--- src/rtl/pll_cfg_pkg.sv ---
package pll_cfg_pkg;

    typedef enum logic [3:0] {
        S_IDLE,
        S_WR_CFG1,
        S_WR_CFG3,
        S_RD_CFG2A,
        S_WR_CFG2A,
        S_WR_GO,
        S_POLL_GO,
        S_POLL_LOCK,
        S_RD_CFG2B,
        S_WR_CFG2B,
        S_POLL_ACK,
        S_DONE,
        S_FAIL
    } seq_state_t;

    typedef enum logic [1:0] {
        E_NONE     = 2'd0,
        E_GO_STUCK = 2'd1,
        E_NO_LOCK  = 2'd2,
        E_ACK_TMO  = 2'd3
    } seq_err_t;

    localparam logic [7:0] A_STATUS = 8'h04;
    localparam logic [7:0] A_GO     = 8'h08;
    localparam logic [7:0] A_CFG1   = 8'h0C;
    localparam logic [7:0] A_CFG2   = 8'h10;
    localparam logic [7:0] A_CFG3   = 8'h14;

    localparam logic [31:0] B_REFEN  = 32'h1 << 13;
    localparam logic [31:0] B_PHYIN  = 32'h1 << 14;
    localparam logic [31:0] B_BYPASS = 32'h1 << 20;
    localparam logic [31:0] M_FSEL   = 32'hF << 1;
    localparam logic [31:0] M_OUTEN  = (32'h1 << 16) | (32'h1 << 18) |
                                       (32'h1 << 23) | (32'h1 << 25);

    localparam int GO_BIT   = 0;
    localparam int LOCK_BIT = 1;

endpackage

--- src/rtl/pll_freq_sel.sv ---
module pll_freq_sel #(
    parameter int FW    = 21,
    parameter int T0_KHZ = 1000,
    parameter int T1_KHZ = 1250,
    parameter int T2_KHZ = 1500,
    parameter int T3_KHZ = 1750
) (
    input  logic [FW-1:0] fint_khz,
    output logic [3:0]    fsel
);
    localparam logic [FW-1:0] T0 = FW'(T0_KHZ);
    localparam logic [FW-1:0] T1 = FW'(T1_KHZ);
    localparam logic [FW-1:0] T2 = FW'(T2_KHZ);
    localparam logic [FW-1:0] T3 = FW'(T3_KHZ);

    always_comb begin
        if (fint_khz < T0)      fsel = 4'd3;
        else if (fint_khz < T1) fsel = 4'd4;
        else if (fint_khz < T2) fsel = 4'd5;
        else if (fint_khz < T3) fsel = 4'd6;
        else                    fsel = 4'd7;
    end

    always_comb begin
        a_r4_code_range: assert (fsel >= 4'd3 && fsel <= 4'd7);
    end
endmodule

--- src/rtl/pll_cfg_words.sv ---
module pll_cfg_words #(
    parameter int NW = 8,
    parameter int MW = 12,
    parameter int DW = 5
) (
    input  logic [NW-1:0]   n_val,
    input  logic [MW-1:0]   m_val,
    input  logic [4*DW-1:0] od_val,
    output logic [31:0]     cfg1_word,
    output logic [31:0]     cfg3_word,
    output logic [31:0]     outen_bits,
    output logic [31:0]     ack_mask
);
    localparam int ENPOS [4]  = '{16, 18, 23, 25};
    localparam int ACKPOS [4] = '{7, 8, 10, 11};

    logic [DW-1:0] enc [4];
    logic [3:0]    used;
    logic [31:0]   en_part [4];
    logic [31:0]   ack_part [4];

    for (genvar g = 0; g < 4; g++) begin : g_div
        logic [DW-1:0] raw;
        assign raw         = od_val[g*DW +: DW];
        assign used[g]     = |raw;
        assign enc[g]      = used[g] ? raw - 1'b1 : '0;
        assign en_part[g]  = 32'(used[g]) << ENPOS[g];
        assign ack_part[g] = 32'(used[g]) << ACKPOS[g];
    end

    assign cfg1_word  = (32'(n_val - 1'b1) << 1) | (32'(m_val) << 9) |
                        (32'(enc[0]) << 21) | (32'(enc[1]) << 26);
    assign cfg3_word  = 32'(enc[2]) | (32'(enc[3]) << 5);
    assign outen_bits = en_part[0] | en_part[1] | en_part[2] | en_part[3];
    assign ack_mask   = ack_part[0] | ack_part[1] | ack_part[2] | ack_part[3];
endmodule

--- src/rtl/pll_poll_timer.sv ---
module pll_poll_timer #(
    parameter int BURST_POLLS = 100,
    parameter int MAX_POLLS   = 100,
    parameter int GAP_CYC     = 64,
    parameter int WAIT_LIMIT  = 100000
) (
    input  logic clk,
    input  logic rst_n,
    input  logic clear,
    input  logic fail,
    input  logic slow_en,
    output logic issue_ok,
    output logic expired,
    output logic [$clog2(MAX_POLLS+1)-1:0] polls
);
    localparam int CW = $clog2(WAIT_LIMIT + 1);
    localparam int PW = $clog2(MAX_POLLS + 1);
    localparam int GW = $clog2(GAP_CYC + 1);
    localparam logic [CW-1:0] LIMIT_C  = CW'(WAIT_LIMIT);
    localparam logic [PW-1:0] PMAX_C   = PW'(MAX_POLLS);
    localparam logic [PW-1:0] BURST_M1 = PW'(BURST_POLLS - 1);
    localparam logic [GW-1:0] GAP_C    = GW'(GAP_CYC);

    logic [CW-1:0] total_q;
    logic [GW-1:0] gap_q;

    always_ff @(posedge clk or negedge rst_n) begin
        if (!rst_n) begin
            total_q <= '0;
            gap_q   <= '0;
            polls   <= '0;
        end else if (clear) begin
            total_q <= '0;
            gap_q   <= '0;
            polls   <= '0;
        end else begin
            if (total_q != LIMIT_C) total_q <= total_q + 1'b1;
            if (fail) begin
                if (polls != PMAX_C) polls <= polls + 1'b1;
                if (slow_en && polls >= BURST_M1) gap_q <= GAP_C;
            end else if (gap_q != '0) begin
                gap_q <= gap_q - 1'b1;
            end
        end
    end

    assign issue_ok = (gap_q == '0);
    assign expired  = (total_q == LIMIT_C);

    a_r10_gap_after_burst: assert property (@(posedge clk) disable iff (!rst_n)
        (fail && slow_en && !clear && polls == BURST_M1) |=> !issue_ok);
endmodule

--- src/rtl/pll_cfg_seq.sv ---
module pll_cfg_seq
    import pll_cfg_pkg::*;
#(
    parameter int NW          = 8,
    parameter int MW          = 12,
    parameter int DW          = 5,
    parameter int FW          = 21,
    parameter int BURST_POLLS = 100,
    parameter int ACK_POLLS   = 100,
    parameter int GAP_CYC     = 64,
    parameter int WAIT_LIMIT  = 100000
) (
    input  logic            clk,
    input  logic            rst_n,
    input  logic            start,
    input  logic [NW-1:0]   n_div,
    input  logic [MW-1:0]   m_div,
    input  logic [4*DW-1:0] od_div,
    input  logic [FW-1:0]   fint_khz,
    output logic            busy,
    output logic            done,
    output logic            err,
    output logic [1:0]      err_code,
    output logic            bus_req,
    output logic            bus_we,
    output logic [7:0]      bus_addr,
    output logic [31:0]     bus_wdata,
    input  logic            bus_ack,
    input  logic [31:0]     bus_rdata
);
    localparam int MAXP = (BURST_POLLS > ACK_POLLS) ? BURST_POLLS : ACK_POLLS;
    localparam int PW   = $clog2(MAXP + 1);
    localparam logic [PW-1:0] ACK_M1 = PW'(ACK_POLLS - 1);

    seq_state_t state_q, state_d;
    seq_err_t   err_q;
    logic        issued_q;
    logic [NW-1:0]   n_q;
    logic [MW-1:0]   m_q;
    logic [4*DW-1:0] od_q;
    logic [FW-1:0]   f_q;
    logic [31:0] cfg2_q;
    logic [31:0] cfg1_w, cfg3_w, outen_w, ack_mask;
    logic [3:0]  fsel;
    logic        xfer, poll, poll_ok, fail, issue_ok, expired;
    logic [PW-1:0] polls;
    logic        accept;

    pll_freq_sel #(.FW(FW)) u_fsel (.fint_khz(f_q), .fsel(fsel));

    pll_cfg_words #(.NW(NW), .MW(MW), .DW(DW)) u_words (
        .n_val(n_q), .m_val(m_q), .od_val(od_q),
        .cfg1_word(cfg1_w), .cfg3_word(cfg3_w),
        .outen_bits(outen_w), .ack_mask(ack_mask)
    );

    pll_poll_timer #(
        .BURST_POLLS(BURST_POLLS), .MAX_POLLS(MAXP),
        .GAP_CYC(GAP_CYC), .WAIT_LIMIT(WAIT_LIMIT)
    ) u_timer (
        .clk(clk), .rst_n(rst_n), .clear(state_d != state_q),
        .fail(fail), .slow_en(state_q != S_POLL_ACK),
        .issue_ok(issue_ok), .expired(expired), .polls(polls)
    );

    assign accept = (state_q == S_IDLE) && start;

    always_comb begin
        unique case (state_q)
            S_POLL_GO:   poll_ok = !bus_rdata[GO_BIT];
            S_POLL_LOCK: poll_ok = bus_rdata[LOCK_BIT];
            S_POLL_ACK:  poll_ok = (bus_rdata & ack_mask) == ack_mask;
            default:     poll_ok = 1'b0;
        endcase
    end

    assign fail = bus_ack && poll && !poll_ok;

    // next state
    always_comb begin
        state_d = state_q;
        unique case (state_q)
            S_IDLE:      if (start) state_d = S_WR_CFG1;
            S_WR_CFG1:   if (bus_ack) state_d = S_WR_CFG3;
            S_WR_CFG3:   if (bus_ack) state_d = S_RD_CFG2A;
            S_RD_CFG2A:  if (bus_ack) state_d = S_WR_CFG2A;
            S_WR_CFG2A:  if (bus_ack) state_d = S_WR_GO;
            S_WR_GO:     if (bus_ack) state_d = S_POLL_GO;
            S_POLL_GO:   if (bus_ack) begin
                             if (poll_ok) state_d = S_POLL_LOCK;
                             else if (expired) state_d = S_FAIL;
                         end
            S_POLL_LOCK: if (bus_ack) begin
                             if (poll_ok) state_d = S_RD_CFG2B;
                             else if (expired) state_d = S_FAIL;
                         end
            S_RD_CFG2B:  if (bus_ack) state_d = S_WR_CFG2B;
            S_WR_CFG2B:  if (bus_ack) state_d = S_POLL_ACK;
            S_POLL_ACK:  if (bus_ack) begin
                             if (poll_ok) state_d = S_DONE;
                             else if (polls == ACK_M1) state_d = S_FAIL;
                         end
            S_DONE:      state_d = S_IDLE;
            S_FAIL:      state_d = S_IDLE;
            default:     state_d = S_IDLE;
        endcase
    end

    // state register and captured data
    always_ff @(posedge clk or negedge rst_n) begin
        if (!rst_n) begin
            state_q  <= S_IDLE;
            issued_q <= 1'b0;
            err_q    <= E_NONE;
            cfg2_q   <= '0;
            n_q      <= '0;
            m_q      <= '0;
            od_q     <= '0;
            f_q      <= '0;
        end else begin
            state_q <= state_d;
            if (bus_ack)      issued_q <= 1'b0;
            else if (bus_req) issued_q <= 1'b1;
            if (accept) begin
                n_q   <= n_div;
                m_q   <= m_div;
                od_q  <= od_div;
                f_q   <= fint_khz;
                err_q <= E_NONE;
            end
            if (bus_ack && (state_q == S_RD_CFG2A || state_q == S_RD_CFG2B))
                cfg2_q <= bus_rdata;
            if (state_d == S_FAIL && state_q != S_FAIL) begin
                if (state_q == S_POLL_GO)        err_q <= E_GO_STUCK;
                else if (state_q == S_POLL_LOCK) err_q <= E_NO_LOCK;
                else                             err_q <= E_ACK_TMO;
            end
        end
    end

    // outputs
    always_comb begin
        xfer      = 1'b1;
        poll      = 1'b0;
        bus_we    = 1'b0;
        bus_addr  = '0;
        bus_wdata = '0;
        unique case (state_q)
            S_WR_CFG1:  begin bus_we = 1'b1; bus_addr = A_CFG1; bus_wdata = cfg1_w; end
            S_WR_CFG3:  begin bus_we = 1'b1; bus_addr = A_CFG3; bus_wdata = cfg3_w; end
            S_RD_CFG2A: bus_addr = A_CFG2;
            S_WR_CFG2A: begin
                bus_we    = 1'b1;
                bus_addr  = A_CFG2;
                bus_wdata = (cfg2_q & ~(M_FSEL | B_PHYIN | M_OUTEN))
                            | B_REFEN | B_BYPASS | (32'(fsel) << 1);
            end
            S_WR_GO:    begin bus_we = 1'b1; bus_addr = A_GO; bus_wdata = 32'd1; end
            S_POLL_GO:  begin bus_addr = A_GO; poll = 1'b1; end
            S_POLL_LOCK: begin bus_addr = A_STATUS; poll = 1'b1; end
            S_RD_CFG2B: bus_addr = A_CFG2;
            S_WR_CFG2B: begin
                bus_we    = 1'b1;
                bus_addr  = A_CFG2;
                bus_wdata = (cfg2_q & ~(B_BYPASS | M_OUTEN)) | B_PHYIN | outen_w;
            end
            S_POLL_ACK: begin bus_addr = A_STATUS; poll = 1'b1; end
            default:    xfer = 1'b0;
        endcase
        bus_req  = xfer && !issued_q && (!poll || issue_ok);
        busy     = (state_q != S_IDLE);
        done     = (state_q == S_DONE);
        err      = (state_q == S_FAIL);
        err_code = err_q;
    end

    a_r1_idle_quiet: assert property (@(posedge clk) disable iff (!rst_n)
        !busy |-> !bus_req);
    a_r11_single_pulse: assert property (@(posedge clk) disable iff (!rst_n)
        bus_req |=> !bus_req);
    a_r7_done_on_ack: assert property (@(posedge clk) disable iff (!rst_n)
        done |-> $past(bus_ack));
    a_r9_err_coded: assert property (@(posedge clk) disable iff (!rst_n)
        err |-> (err_code != 2'd0));
    a_r12_start_ignored: assert property (@(posedge clk) disable iff (!rst_n)
        (busy && start) |=> busy || done || err || $stable(n_q));
endmodule

--- config.mk ---
export PLATFORM = sky130hd
export DESIGN_NAME = pll_cfg_seq
export DESIGN_NICKNAME = d
export VERILOG_FILES = /design/src/rtl/pll_cfg_pkg.sv /design/src/rtl/pll_freq_sel.sv /design/src/rtl/pll_cfg_words.sv /design/src/rtl/pll_poll_timer.sv /design/src/rtl/pll_cfg_seq.sv
export SDC_FILE = /design/constraint.sdc
export NUM_CORES = 1
export LEC_CHECK = 0
export BUFFER_PORTS_ARGS = -buffer_cell sky130_fd_sc_hd__buf_2
export CAP_MARGIN = 20
export CORE_MARGIN = 5
export CORE_UTILIZATION = 60
export CTS_CLUSTER_SIZE = 14
export DETAILED_ROUTE_END_ITERATION = 6
export PLACE_DENSITY_LB_ADDON = 0.15
export SYNTH_ARGS = -nofsm -noshare
export SYNTH_HDL_FRONTEND = slang
export SYNTH_SLANG_ARGS = --single-unit
--- constraint.sdc ---
create_clock -name clk -period 4.9 [get_ports clk]
set_input_delay 0.49 -clock clk [delete_from_list [all_inputs] [get_ports clk]]
set_output_delay 0.49 -clock clk [all_outputs]
set_load 0.02 [all_outputs]
==> impl_results.html <==
<table>
<tr><th>Metric</th><th>Value</th></tr>
<tr><th colspan="2">Outcome</th></tr>
<tr><td>Outcome</td><td>finished clean</td></tr>
<tr><th colspan="2">Worst setup path</th></tr>
<tr><td>Arrival time at the worst endpoint</td><td>roughly 3100 ps</td></tr>
<tr><td>Kind of critical path</td><td>register to primary output</td></tr>
<tr><td>Worst setup EP type</td><td>primary output</td></tr>
<tr><td>Setup crit start kind</td><td>register</td></tr>
<tr><td>Crit path max fanout</td><td>23</td></tr>
<tr><td>Max stage delay on crit path</td><td>760 ps</td></tr>
<tr><td>Reg-to-reg setup timing slack</td><td>1610 ps</td></tr>
<tr><td>Cell type of the slowest stage on the worst timing path</td><td>sky130_fd_sc_hd__dfrtp_1</td></tr>
<tr><td>WP data required</td><td>4410 ps</td></tr>
<tr><td>CP Cell Sequence</td><td>inv_1 -&gt; nor2_1 -&gt; nand2_1 -&gt; nor4_2 -&gt; buf_4 -&gt; a21oi_1 -&gt; o21ai_0 -&gt; buf_2</td></tr>
<tr><th colspan="2">CTS</th></tr>
<tr><td>Post-CTS setup buffer count</td><td>0</td></tr>
<tr><td>H-tree depth</td><td>4</td></tr>
<tr><td>Source-to-sink clock delay at the later pin of the worst-skew pair</td><td>420 ps</td></tr>
<tr><td>TritonCTS clock tree</td><td>yes</td></tr>
<tr><td>Total of cells resized after clock tree synthesis</td><td>0</td></tr>
<tr><td>Clock Sinks</td><td>124</td></tr>
<tr><td>Hold-fix buffers at CTS</td><td>0</td></tr>
<tr><td>CTS max path bufs</td><td>2</td></tr>
<tr><td>Clock slew at the register clock pins of the worst setup and hold paths</td><td>50 ps</td></tr>
<tr><td>Number of buffers created by CTS</td><td>17</td></tr>
<tr><td>Clock tree root driver cell</td><td>sky130_fd_sc_hd__clkbuf_16</td></tr>
<tr><th colspan="2">Global route</th></tr>
<tr><td>Via count of the first global-routing pass</td><td>5,777</td></tr>
<tr><td>Total grt overflow</td><td>0</td></tr>
<tr><td>Largest net degree at the start of global routing</td><td>50</td></tr>
<tr><td>Total track usage</td><td>26.5%</td></tr>
<tr><td>First-pass GRT wire length</td><td>roughly 28,000 µm</td></tr>
<tr><td>Number of antenna violations at the first check in global routing</td><td>3</td></tr>
<tr><th colspan="2">Yosys</th></tr>
<tr><td>Sequential element share of the synthesized area</td><td>between 40% and 50%</td></tr>
<tr><td>Count leader, synth</td><td>sky130_fd_sc_hd__dfrtp_1</td></tr>
<tr><td>Cell count after synthesis</td><td>around 660</td></tr>
<tr><td>Leading cell types by total area after synthesis</td><td>sky130_fd_sc_hd__dfrtp_1 (46%), sky130_fd_sc_hd__mux2_2 (14%), sky130_fd_sc_hd__xnor2_1 (3.2%)</td></tr>
<tr><td>Mapped Avg Cell Area</td><td>10.3 µm²</td></tr>
<tr><td>Synth top area share</td><td>45.6%</td></tr>
<tr><td>Leading cell types by count after synthesis</td><td>sky130_fd_sc_hd__dfrtp_1 (124), sky130_fd_sc_hd__mux2_2 (82), sky130_fd_sc_hd__nand2_1 (49)</td></tr>
<tr><td>Warnings, synthesis</td><td>0</td></tr>
<tr><td>FF+latch count, synth</td><td>~120</td></tr>
<tr><td>Leading area contributor after synthesis</td><td>sky130_fd_sc_hd__dfrtp_1</td></tr>
<tr><td>Synth async-reset ratio</td><td>100%</td></tr>
<tr><td>EDFF count, synth</td><td>0</td></tr>
<tr><td>Synthesized cell area</td><td>6810 µm²</td></tr>
<tr><td>Flip-flop cell with the highest count after synthesis</td><td>sky130_fd_sc_hd__dfrtp_1</td></tr>
<tr><td>Number of distinct library cell variants in the gate-level netlist after synthesis</td><td>63</td></tr>
<tr><th colspan="2">STA</th></tr>
<tr><td>Setup tns final</td><td>0 ps</td></tr>
<tr><td>Share of the clock period used by the worst path</td><td>73.9%</td></tr>
<tr><td>Final-report setup violation count</td><td>0</td></tr>
<tr><td>Final Hold Violating Endpoints</td><td>0</td></tr>
<tr><td>Clock skew after layout</td><td>6.04 ps</td></tr>
<tr><td>Worst rel slew slack</td><td>44.7%</td></tr>
<tr><td>Total count of max-transition violations in the final report</td><td>0</td></tr>
<tr><td>Peak clock frequency supported by timing</td><td>between 0.2 and 0.3 GHz</td></tr>
<tr><td>RSZ-0062 raised after global routing</td><td>no</td></tr>
<tr><td>Minimum period implied by the final worst setup slack</td><td>3620 ps</td></tr>
<tr><td>Worst Tran Pin Value</td><td>829 ps</td></tr>
<tr><th colspan="2">Cells and area</th></tr>
<tr><td>Layout cells sized above 1</td><td>approximately 33%</td></tr>
<tr><td>Fillers</td><td>between 800 and 900</td></tr>
<tr><td>Nets</td><td>899</td></tr>
<tr><td>Util after Layout</td><td>72.1%</td></tr>
<tr><td>Synth-to-layout area growth</td><td>19.3%</td></tr>
<tr><td>Total non-filler cell area in the finished layout</td><td>about 8000 µm²</td></tr>
<tr><th colspan="2">Drt</th></tr>
<tr><td>Length of the first detailed-routing pass in iterations</td><td>6</td></tr>
<tr><td>Via count</td><td>5,620</td></tr>
<tr><td>Routed length per instance</td><td>18.3 µm</td></tr>
<tr><td>DRC Markers</td><td>0</td></tr>
<tr><td>Post-route antenna net violation count</td><td>0</td></tr>
<tr><td>Final wirelength</td><td>~17,000 µm</td></tr>
<tr><td>Post-detailed-route via-to-cell ratio</td><td>5.98</td></tr>
<tr><td>Starting DRC count in detailed routing</td><td>around 420</td></tr>
<tr><th colspan="2">Die</th></tr>
<tr><td>Standard-cell row count</td><td>39</td></tr>
<tr><td>Total Die Area</td><td>13,600 µm²</td></tr>
<tr><td>Ports placed on the boundary</td><td>about 140</td></tr>
<tr><td>Area inside the core boundary</td><td>11,300 µm²</td></tr>
<tr><td>Starting utilization of the core area</td><td>60.4%</td></tr>
<tr><td>Height of the die</td><td>117 µm</td></tr>
<tr><td>Die Width</td><td>117 µm</td></tr>
<tr><th colspan="2">Pwr</th></tr>
<tr><td>Relative contribution of combinational cells to total power</td><td>41.0%</td></tr>
<tr><td>Leakage power of the design</td><td>3.67 nW</td></tr>
<tr><td>Largest vdd supply drop</td><td>roughly 0.00042 V</td></tr>
<tr><td>P per Cell Area</td><td>613 nW/µm²</td></tr>
<tr><td>Share of power burned in the clock network</td><td>22.9%</td></tr>
<tr><td>Switching power summed over all nets</td><td>0.00196 W</td></tr>
<tr><td>Switch share</td><td>39.4%</td></tr>
<tr><td>Internal power of the cells</td><td>0.00302 W</td></tr>
<tr><td>Relative contribution of sequential cells to total power</td><td>36.1%</td></tr>
<tr><th colspan="2">Placement</th></tr>
<tr><td>Post-detailed-placement cell area</td><td>between 7000 and 8000 µm²</td></tr>
<tr><td>Number of buffer cells added on primary ports</td><td>131</td></tr>
<tr><td>Final GP Congestion</td><td>around 0.9</td></tr>
<tr><td>Post-DP HPWL</td><td>12,100 µm</td></tr>
<tr><th colspan="2">Hold path</th></tr>
<tr><td>Worst Hold Class</td><td>input port to asynchronous set/reset pin</td></tr>
<tr><th colspan="2">Run</th></tr>
<tr><td>Max_cap viols</td><td>0</td></tr>
</table>
==> cell usage in the layout (no fill, tap or decap), types with 7 or more instances in the layout <==
cell type | Yosys | routed
sky130_fd_sc_hd__dfrtp_1 | 124 | 124
sky130_fd_sc_hd__nor2_1 | 38 | 38
sky130_fd_sc_hd__nor3_1 | 40 | 39
sky130_fd_sc_hd__a211oi_1 | 8 | 8
sky130_fd_sc_hd__buf_4 | 6 | 9
sky130_fd_sc_hd__ha_1 | 15 | 15
sky130_fd_sc_hd__a21oi_1 | 29 | 29
sky130_fd_sc_hd__a31oi_1 | 7 | 7
sky130_fd_sc_hd__a221o_1 | 8 | 8
sky130_fd_sc_hd__nand4_1 | 9 | 9
sky130_fd_sc_hd__mux2_2 | 82 | 82
sky130_fd_sc_hd__clkbuf_16 | 0 | 17
sky130_fd_sc_hd__o221ai_1 | 7 | 7
sky130_fd_sc_hd__inv_1 | 28 | 28
sky130_fd_sc_hd__xnor2_1 | 25 | 25
sky130_fd_sc_hd__nor4_1 | 8 | 8
sky130_fd_sc_hd__buf_2 | 2 | 130
sky130_fd_sc_hd__o21ai_0 | 25 | 24
sky130_fd_sc_hd__xor2_1 | 17 | 17
sky130_fd_sc_hd__nand2_1 | 49 | 48
sky130_fd_sc_hd__nand3_1 | 19 | 19
==> worst paths after layout <==
path                                         from                            to  cells after the start
setup reg to reg             od_q[10]$_DFFE_PN0P_  u_timer.gap_q[1]$_DFFE_PN0P_                      9
setup / recovery             state_q[0]$_DFF_PN0_                 bus_wdata[25]                      8
hold reg to reg            cfg2_q[11]$_DFFE_PN0P_        cfg2_q[11]$_DFFE_PN0P_                      2
hold / removal                              rst_n       err_code[0]$_DFFE_PN0P_                      1
min in group clk                    bus_rdata[29]        cfg2_q[29]$_DFFE_PN0P_                      2
max in group asynchronous                   rst_n            f_q[5]$_DFFE_PN0P_                      2
==> final cells by class <==
cell class / instances / area [µm²] / share of cell area, %
Antenna cell: 1 / 2.50 / 0.0308
Clock buffer: 21 / 460 / 5.67
Clock inverter: 7 / 70.1 / 0.862
Inverter: 28 / 105 / 1.29
Multi-Input combinational cell: 475 / 3460 / 42.5
Sequential cell: 124 / 3100 / 38.2
Tap cell: 143 / 179 / 2.20
Timing Repair Buffer: 141 / 751 / 9.24
==> layer usage <==
metal,GRT usage [%],vias to the layer above,wire length (µm)
met2,43.4,184,8560
met3,7.41,42,1110
met5,0,-,27
li1,-,2644,-
met4,10.6,4,461
met1,33.5,2746,7010
==> power by group through the flow <==
stage	registers, W	logic (W)	clock network [W]
final	0.00180	0.00204	0.00114
after global placement	0.00176	0.00193	0
after floorplan	0.00165	0.00155	0
after detailed placement	0.00180	0.00200	0
after global routing	0.00185	0.00223	0.00121
after CTS	0.00179	0.00202	0.00115
==> metrics by stage <==
stage / hold slack (ps) / std cells / power [W] / worst slack, ps
after floorplan: 194 / 663 / 0.00320 / 1950
after global placement: 467 / 909 / 0.00370 / 1730
after detailed placement: 472 / 909 / 0.00379 / 1640
after CTS: 62.3 / 937 / 0.00496 / 1340
after global routing: 89.2 / 940 / 0.00529 / 1070
final: 49.8 / 940 / 0.00498 / 1280
==> sequential cells by signal, summed over array words and instances, names as in the netlist <==
register         flops
state_q              4
n_q                  8
u_timer.total_q     17
issued_q             1
u_timer.polls        7
err_code             2
m_q                 12
cfg2_q              26
f_q                 20
u_timer.gap_q        7
od_q                20
==> worst max-delay path, delay by kind of cell (launching register included) <==
kind                   cells  cell delay (ps)
buffers and inverters      3              800
AND/OR/NAND/NOR            3              900
AO/OA/AOI/OAI              2              250
flip-flops                 1              760
==> kinds of logic after synthesis <==
family	count (synthesis)	synth area share (%)
other cells	1	0.0551
simple gates	211	16.7
fa+ha+maj	15	2.76
xor+xnor	42	5.40
flops	124	45.6
compound gates	118	11.7
buf+inv	64	4.00
mux	84	13.9
Note: power is estimated with default switching activity, not from simulation.
